`config.mk`:
```
export PLATFORM = sky130hd
export DESIGN_NAME = cfg_write_port
export DESIGN_NICKNAME = d
export VERILOG_FILES = /design/src/rtl/cfgport_pkg.sv /design/src/rtl/cfg_addr_regs.sv /design/src/rtl/cfg_clear_seq.sv /design/src/rtl/cfg_store.sv /design/src/rtl/cfg_write_port.sv
export SDC_FILE = /design/constraint.sdc
export NUM_CORES = 2
export LEC_CHECK = 0
export BUFFER_PORTS_ARGS = -buffer_cell sky130_fd_sc_hd__clkbuf_2
export CORE_MARGIN = 3
export CORE_UTILIZATION = 40
export DETAILED_ROUTE_END_ITERATION = 16
export MAX_ROUTING_LAYER = met4
export PLACE_DENSITY = 0.55
export SLEW_MARGIN = 20
export SYNTH_ARGS = -nofsm -noshare
export SYNTH_HDL_FRONTEND = slang
export SYNTH_SLANG_ARGS = --single-unit
```
`constraint.sdc`:
```
create_clock -name clk -period 23.5 [get_ports clk]
set_clock_uncertainty 0.05 [all_clocks]
set_input_delay 4.7 -clock clk [delete_from_list [all_inputs] [get_ports clk]]
set_output_delay 4.7 -clock clk [all_outputs]
set_load 0.01 [all_outputs]
```
`src/rtl/cfgport_pkg.sv`:
```
package cfgport_pkg;

  // Host register selector codes
  typedef enum logic [1:0] {
    SEL_COL  = 2'd0,
    SEL_ROW  = 2'd1,
    SEL_RES  = 2'd2,
    SEL_DATA = 2'd3
  } reg_sel_e;

  // Linear location of a (column,row,resource) triple in the store
  function automatic int unsigned flat_index(input logic [7:0] col,
                                             input logic [7:0] row,
                                             input logic [7:0] res,
                                             input int unsigned grid,
                                             input int unsigned rpt);
    return ((32'(row) * grid) + 32'(col)) * rpt + 32'(res);
  endfunction

  // True when the triple addresses a real location
  function automatic logic addr_in_range(input logic [7:0] col,
                                         input logic [7:0] row,
                                         input logic [7:0] res,
                                         input int unsigned grid,
                                         input int unsigned rpt);
    return (32'(col) < grid) && (32'(row) < grid) && (32'(res) < rpt);
  endfunction

endpackage

```
`src/rtl/cfg_addr_regs.sv`:
```
module cfg_addr_regs
  import cfgport_pkg::*;
(
  input  logic       clk,
  input  logic       rst_n,
  input  logic       wr_en,
  input  logic [1:0] sel,
  input  logic [7:0] wdata,
  output logic [7:0] col_q,
  output logic [7:0] row_q,
  output logic [7:0] res_q,
  output logic       data_hit
);
  reg_sel_e sel_e;
  assign sel_e    = reg_sel_e'(sel);
  assign data_hit = wr_en && (sel_e == SEL_DATA);

  always_ff @(posedge clk) begin
    if (!rst_n) begin
      col_q <= '0;
      row_q <= '0;
      res_q <= '0;
    end else if (wr_en) begin
      case (sel_e)
        SEL_COL: col_q <= wdata;
        SEL_ROW: row_q <= wdata;
        SEL_RES: res_q <= wdata;
        default: ;
      endcase
    end
  end
endmodule

```
`src/rtl/cfg_clear_seq.sv`:
```
module cfg_clear_seq #(
  parameter int unsigned DEPTH = 64,
  parameter int unsigned IDXW  = 6
) (
  input  logic            clk,
  input  logic            rst_n,
  input  logic            start,
  output logic            busy,
  output logic            sweep_we,
  output logic [IDXW-1:0] sweep_idx
);
  logic            busy_q;
  logic [IDXW-1:0] ptr_q;
  logic            at_last;

  assign at_last   = (ptr_q == IDXW'(DEPTH - 1));
  assign busy      = busy_q;
  assign sweep_we  = busy_q;
  assign sweep_idx = ptr_q;

  always_ff @(posedge clk) begin
    if (!rst_n) begin
      busy_q <= 1'b0;
      ptr_q  <= '0;
    end else if (busy_q) begin
      ptr_q <= ptr_q + 1'b1;
      if (at_last) busy_q <= 1'b0;
    end else if (start) begin
      busy_q <= 1'b1;
      ptr_q  <= '0;
    end
  end
endmodule

```
`src/rtl/cfg_store.sv`:
```
module cfg_store #(
  parameter int unsigned DEPTH = 64,
  parameter int unsigned IDXW  = 6
) (
  input  logic            clk,
  input  logic            host_we,
  input  logic [IDXW-1:0] host_idx,
  input  logic [7:0]      host_data,
  input  logic            sweep_we,
  input  logic [IDXW-1:0] sweep_idx,
  input  logic [IDXW-1:0] obs_idx,
  output logic [7:0]      obs_data
);
  logic [7:0]      mem [DEPTH];
  logic            we;
  logic [IDXW-1:0] widx;
  logic [7:0]      wval;

  // The sweep owns the single write port whenever it runs
  always_comb begin
    we   = sweep_we || host_we;
    widx = sweep_we ? sweep_idx : host_idx;
    wval = sweep_we ? 8'h00 : host_data;
  end

  always_ff @(posedge clk) begin
    if (we) mem[widx] <= wval;
  end

  assign obs_data = mem[obs_idx];
endmodule

```
`src/rtl/cfg_write_port.sv`:
```
module cfg_write_port
  import cfgport_pkg::*;
#(
  parameter int unsigned GRID         = 8,
  parameter int unsigned RES_PER_TILE = 8
) (
  input  logic       clk,
  input  logic       rst_n,
  input  logic       reg_wr_en,
  input  logic [1:0] reg_sel,
  input  logic [7:0] reg_wdata,
  input  logic       clear_start,
  output logic       busy,
  output logic       cfg_strobe,
  input  logic [7:0] obs_col,
  input  logic [7:0] obs_row,
  input  logic [7:0] obs_res,
  output logic [7:0] obs_data
);
  localparam int unsigned DEPTH = GRID * GRID * RES_PER_TILE;
  localparam int unsigned IDXW  = (DEPTH > 1) ? $clog2(DEPTH) : 1;

  logic [7:0]      col_q, row_q, res_q;
  logic            data_hit;
  logic            addr_ok;
  logic            commit_fire;
  logic [IDXW-1:0] host_idx;
  logic            sweep_we;
  logic [IDXW-1:0] sweep_idx;
  logic            obs_ok;
  logic [IDXW-1:0] obs_idx;
  logic [7:0]      obs_raw;
  logic            strobe_q;

  cfg_addr_regs u_regs (
    .clk      (clk),
    .rst_n    (rst_n),
    .wr_en    (reg_wr_en),
    .sel      (reg_sel),
    .wdata    (reg_wdata),
    .col_q    (col_q),
    .row_q    (row_q),
    .res_q    (res_q),
    .data_hit (data_hit)
  );

  cfg_clear_seq #(.DEPTH(DEPTH), .IDXW(IDXW)) u_clear (
    .clk       (clk),
    .rst_n     (rst_n),
    .start     (clear_start),
    .busy      (busy),
    .sweep_we  (sweep_we),
    .sweep_idx (sweep_idx)
  );

  assign addr_ok     = addr_in_range(col_q, row_q, res_q, GRID, RES_PER_TILE);
  assign commit_fire = data_hit && !busy && addr_ok;
  assign host_idx    = IDXW'(flat_index(col_q, row_q, res_q, GRID, RES_PER_TILE));

  assign obs_ok  = addr_in_range(obs_col, obs_row, obs_res, GRID, RES_PER_TILE);
  assign obs_idx = obs_ok ? IDXW'(flat_index(obs_col, obs_row, obs_res, GRID, RES_PER_TILE))
                          : '0;

  cfg_store #(.DEPTH(DEPTH), .IDXW(IDXW)) u_store (
    .clk       (clk),
    .host_we   (commit_fire),
    .host_idx  (host_idx),
    .host_data (reg_wdata),
    .sweep_we  (sweep_we),
    .sweep_idx (sweep_idx),
    .obs_idx   (obs_idx),
    .obs_data  (obs_raw)
  );

  assign obs_data = obs_ok ? obs_raw : 8'h00;

  always_ff @(posedge clk) begin
    if (!rst_n) strobe_q <= 1'b0;
    else        strobe_q <= commit_fire;
  end
  assign cfg_strobe = strobe_q;
endmodule

```
==> flow_summary.yaml <==
logic_synthesis:
  seq_area_frac_synth: 0.753
  synth-edff-count: 4096
  yosysWarnings: 0
  synth_area_um2: 164000
  synth_seq_cells: 4131
  yosysUniqueCellTypes: 88
  syn_area_per_cell_um2: 15.5
  synth_ff_type: "edfxtp_1"
  synth_nets: 10700
  syn_inst: 10600
  postSynth.asyncResetShare: 0
worst_setup_path:
  startpoint: "obs_row[4]"
  rr_startpoint: "u_clear.busy"
  arrival_ns: 11.96
  cp_max_fo: 34
  start_kind: "primary input"
  worst_setup_path_end_kind: "primary output"
  crit_required_ns: 18.75
  critPathKind: "primary input to primary output"
power_and_ir_drop:
  power_leakage_nw: 59.4
  power_w: 0.0154
  p_per_area_nw_per_um2: 83.2
  ir_worst_vdd_mv: 0.0609
finish:
  final_common_cell: "edfxtp_1"
  fin_nets: 10700
  drive_gt1_frac: 0.110
  syn_to_final_growth_pct: 12.4
  layout_common_cells: "edfxtp_1, nand2_1, mux2i_1"
hold_path:
  worstHoldPathType: "flip-flop to flip-flop"
  hp-start: "u_regs.row_q[4]"
routing:
  post-route-drc-count: 0
  wire_per_inst_um: 35.7
  postRouteAntennaNets: 0
  firstDrtPassIters: 6
  avgViaCountPerCell: 6.28
  finalWirelength_mm: 586
  drt_iter0_drc: 15900
  vias: 103000
cts:
  h-tree-depth: 5
  cts_root_buffer: "clkbuf_16"
  cts_tree: "built"
  worstSkewPairLatency_ns: 0.97
  ctsResizeCount: 0
  clock-sinks: 4131
  post_cts_buffers: 0
  cts.hold.buffers_added: 0
  cts_buffer_depth: 4
  path_clk_slew_ns: 0.06
  cts_buffers: 426
timing:
  setup_slack_ns: 6.79
  hold_viol: 0
  slew_headroom: 0.132
  worst_slew_pin_slew_ns: 1.30
  fin_crit_sh: 0.711
  max_freq_mhz: 59.8
  setup_viol: 0
  tns_ns: 0
  rsz0062_at_grt: "false"
  report.final.slew_viol_count: 0
  period_needed_ns: 16.71
global_routing:
  grt_pass1_vias: 97900
  grt_usage: 0.280
  antenna_found_initial: 36
  grt_max_degree: 185
  grt_pass1_wl_mm: 801
  grt.overflow.total: 0
floorplanning:
  start_util: 0.403
  io_pins: 48
  rows: 234
  fp.dieH_um: 647
  coreArea_um2: 408000
  die_w_um: 647
  dieArea_um2: 418000
placed_design:
  portBuffers: 47
  dp_hpwl_mm: 342
  dp_slack_ns: 7.05
  place.gp.congestion: 0.903
flow_run:
  maxCapViolCount: 0
outcome:
  status: "finished clean"
==> stage by stage <==
stage | instance area [um2] | instances | utilization | hold slack, ns
floorplan | 164000 | 10600 | - | 0.433
global placement | 171000 | 15600 | 0.419 | 0.448
detailed placement | 171000 | 15600 | 0.419 | 0.460
CTS | 184000 | 16400 | 0.453 | 0.478
global route | 185000 | 16400 | 0.453 | 0.515
finish | 185000 | 16400 | 0.453 | 0.472
==> layer usage <==
metal / track usage / share of wire / vias up
met1: 0.370 / 0.39 / 53500
met4: 0.111 / 0.044 / 0
met2: 0.423 / 0.46 / 6640
met3: 0.0598 / 0.11 / 1257
met5: - / 0 / -
li1: - / - / 41800
==> cells by family (layout without fill, tap and decap cells) <==
kind of cell    after synthesis  after routing  synth area share
compound gates             1913           1913            0.0827
xor+xnor                     13             13          0.000693
fa+ha+maj                    18             18           0.00155
buf+inv                     773           1140            0.0219
flops                      4131           4131             0.753
mux                        1139           1139            0.0719
other cells                   0             46                 0
simple gates               2613           2613            0.0681
==> report_power, final <==
part / internal, W / total [W] / switching, W
registers: 0.00817 / 0.00817 / 0.00000236
clock network: 0.00375 / 0.00666 / 0.00291
logic: 0.000103 / 0.000532 / 0.000429
==> critical path: stages <==
cell and delay, ns:
clkbuf_2 0.10, nor4_4 0.94, and4_4 0.92, buf_4 0.52
nand2_4 0.53, buf_4 0.47, o21ai_0 0.14, nand4_1 0.11
o211ai_1 0.34, o311ai_0 0.20, buf_4 0.23, o2111ai_1 0.68
o21ai_1 0.49, a211oi_1 1.14, clkbuf_2 0.30
==> flip-flops by register name, indices dropped and copies added, names as in the netlist <==
name,count
u_regs.row_q,8
u_clear.sweep_idx,9
u_store.mem,4096
u_clear.busy,1
cfg_strobe,1
u_regs.col_q,8
u_regs.res_q,8
==> Yosys cell counts, drive strengths merged, types with 52 or more instances <==
master | n | share of area
a211oi | 122 | 0.0056
a21oi | 375 | 0.011
a221o | 74 | 0.0045
a221oi | 459 | 0.025
a31oi | 137 | 0.0052
buf | 439 | 0.014
clkbuf | 317 | 0.0073
edfxtp | 4096 | 0.75
mux2 | 139 | 0.0095
mux2i | 981 | 0.060
nand2 | 1056 | 0.024
nand3 | 298 | 0.0091
nor2 | 879 | 0.020
nor2b | 56 | 0.0021
nor3 | 107 | 0.0033
nor4 | 52 | 0.0023
o21ai | 272 | 0.0083
o22ai | 110 | 0.0042
==> worst paths after layout <==
kind	endpoint	slack, ns	cells after the start
max	obs_data[1]	6.79	15
min	u_regs.row_q[4]	0.47	2
max reg2reg	u_store.mem[388][2]	18.35	10
min reg2reg	u_regs.row_q[4]	0.47	2
==> area by class of cell <==
class,count,area [um2]
fill,35400,223000
sequential,4131,124000
antenna,46,115
inverter,17,65.1
timing repair buffer,341,2780
clock buffer,526,11200
clock inverter,256,2310
tap,5428,6790
multi-input combinational,5696,37600
Power figures use the tool's default switching activity.
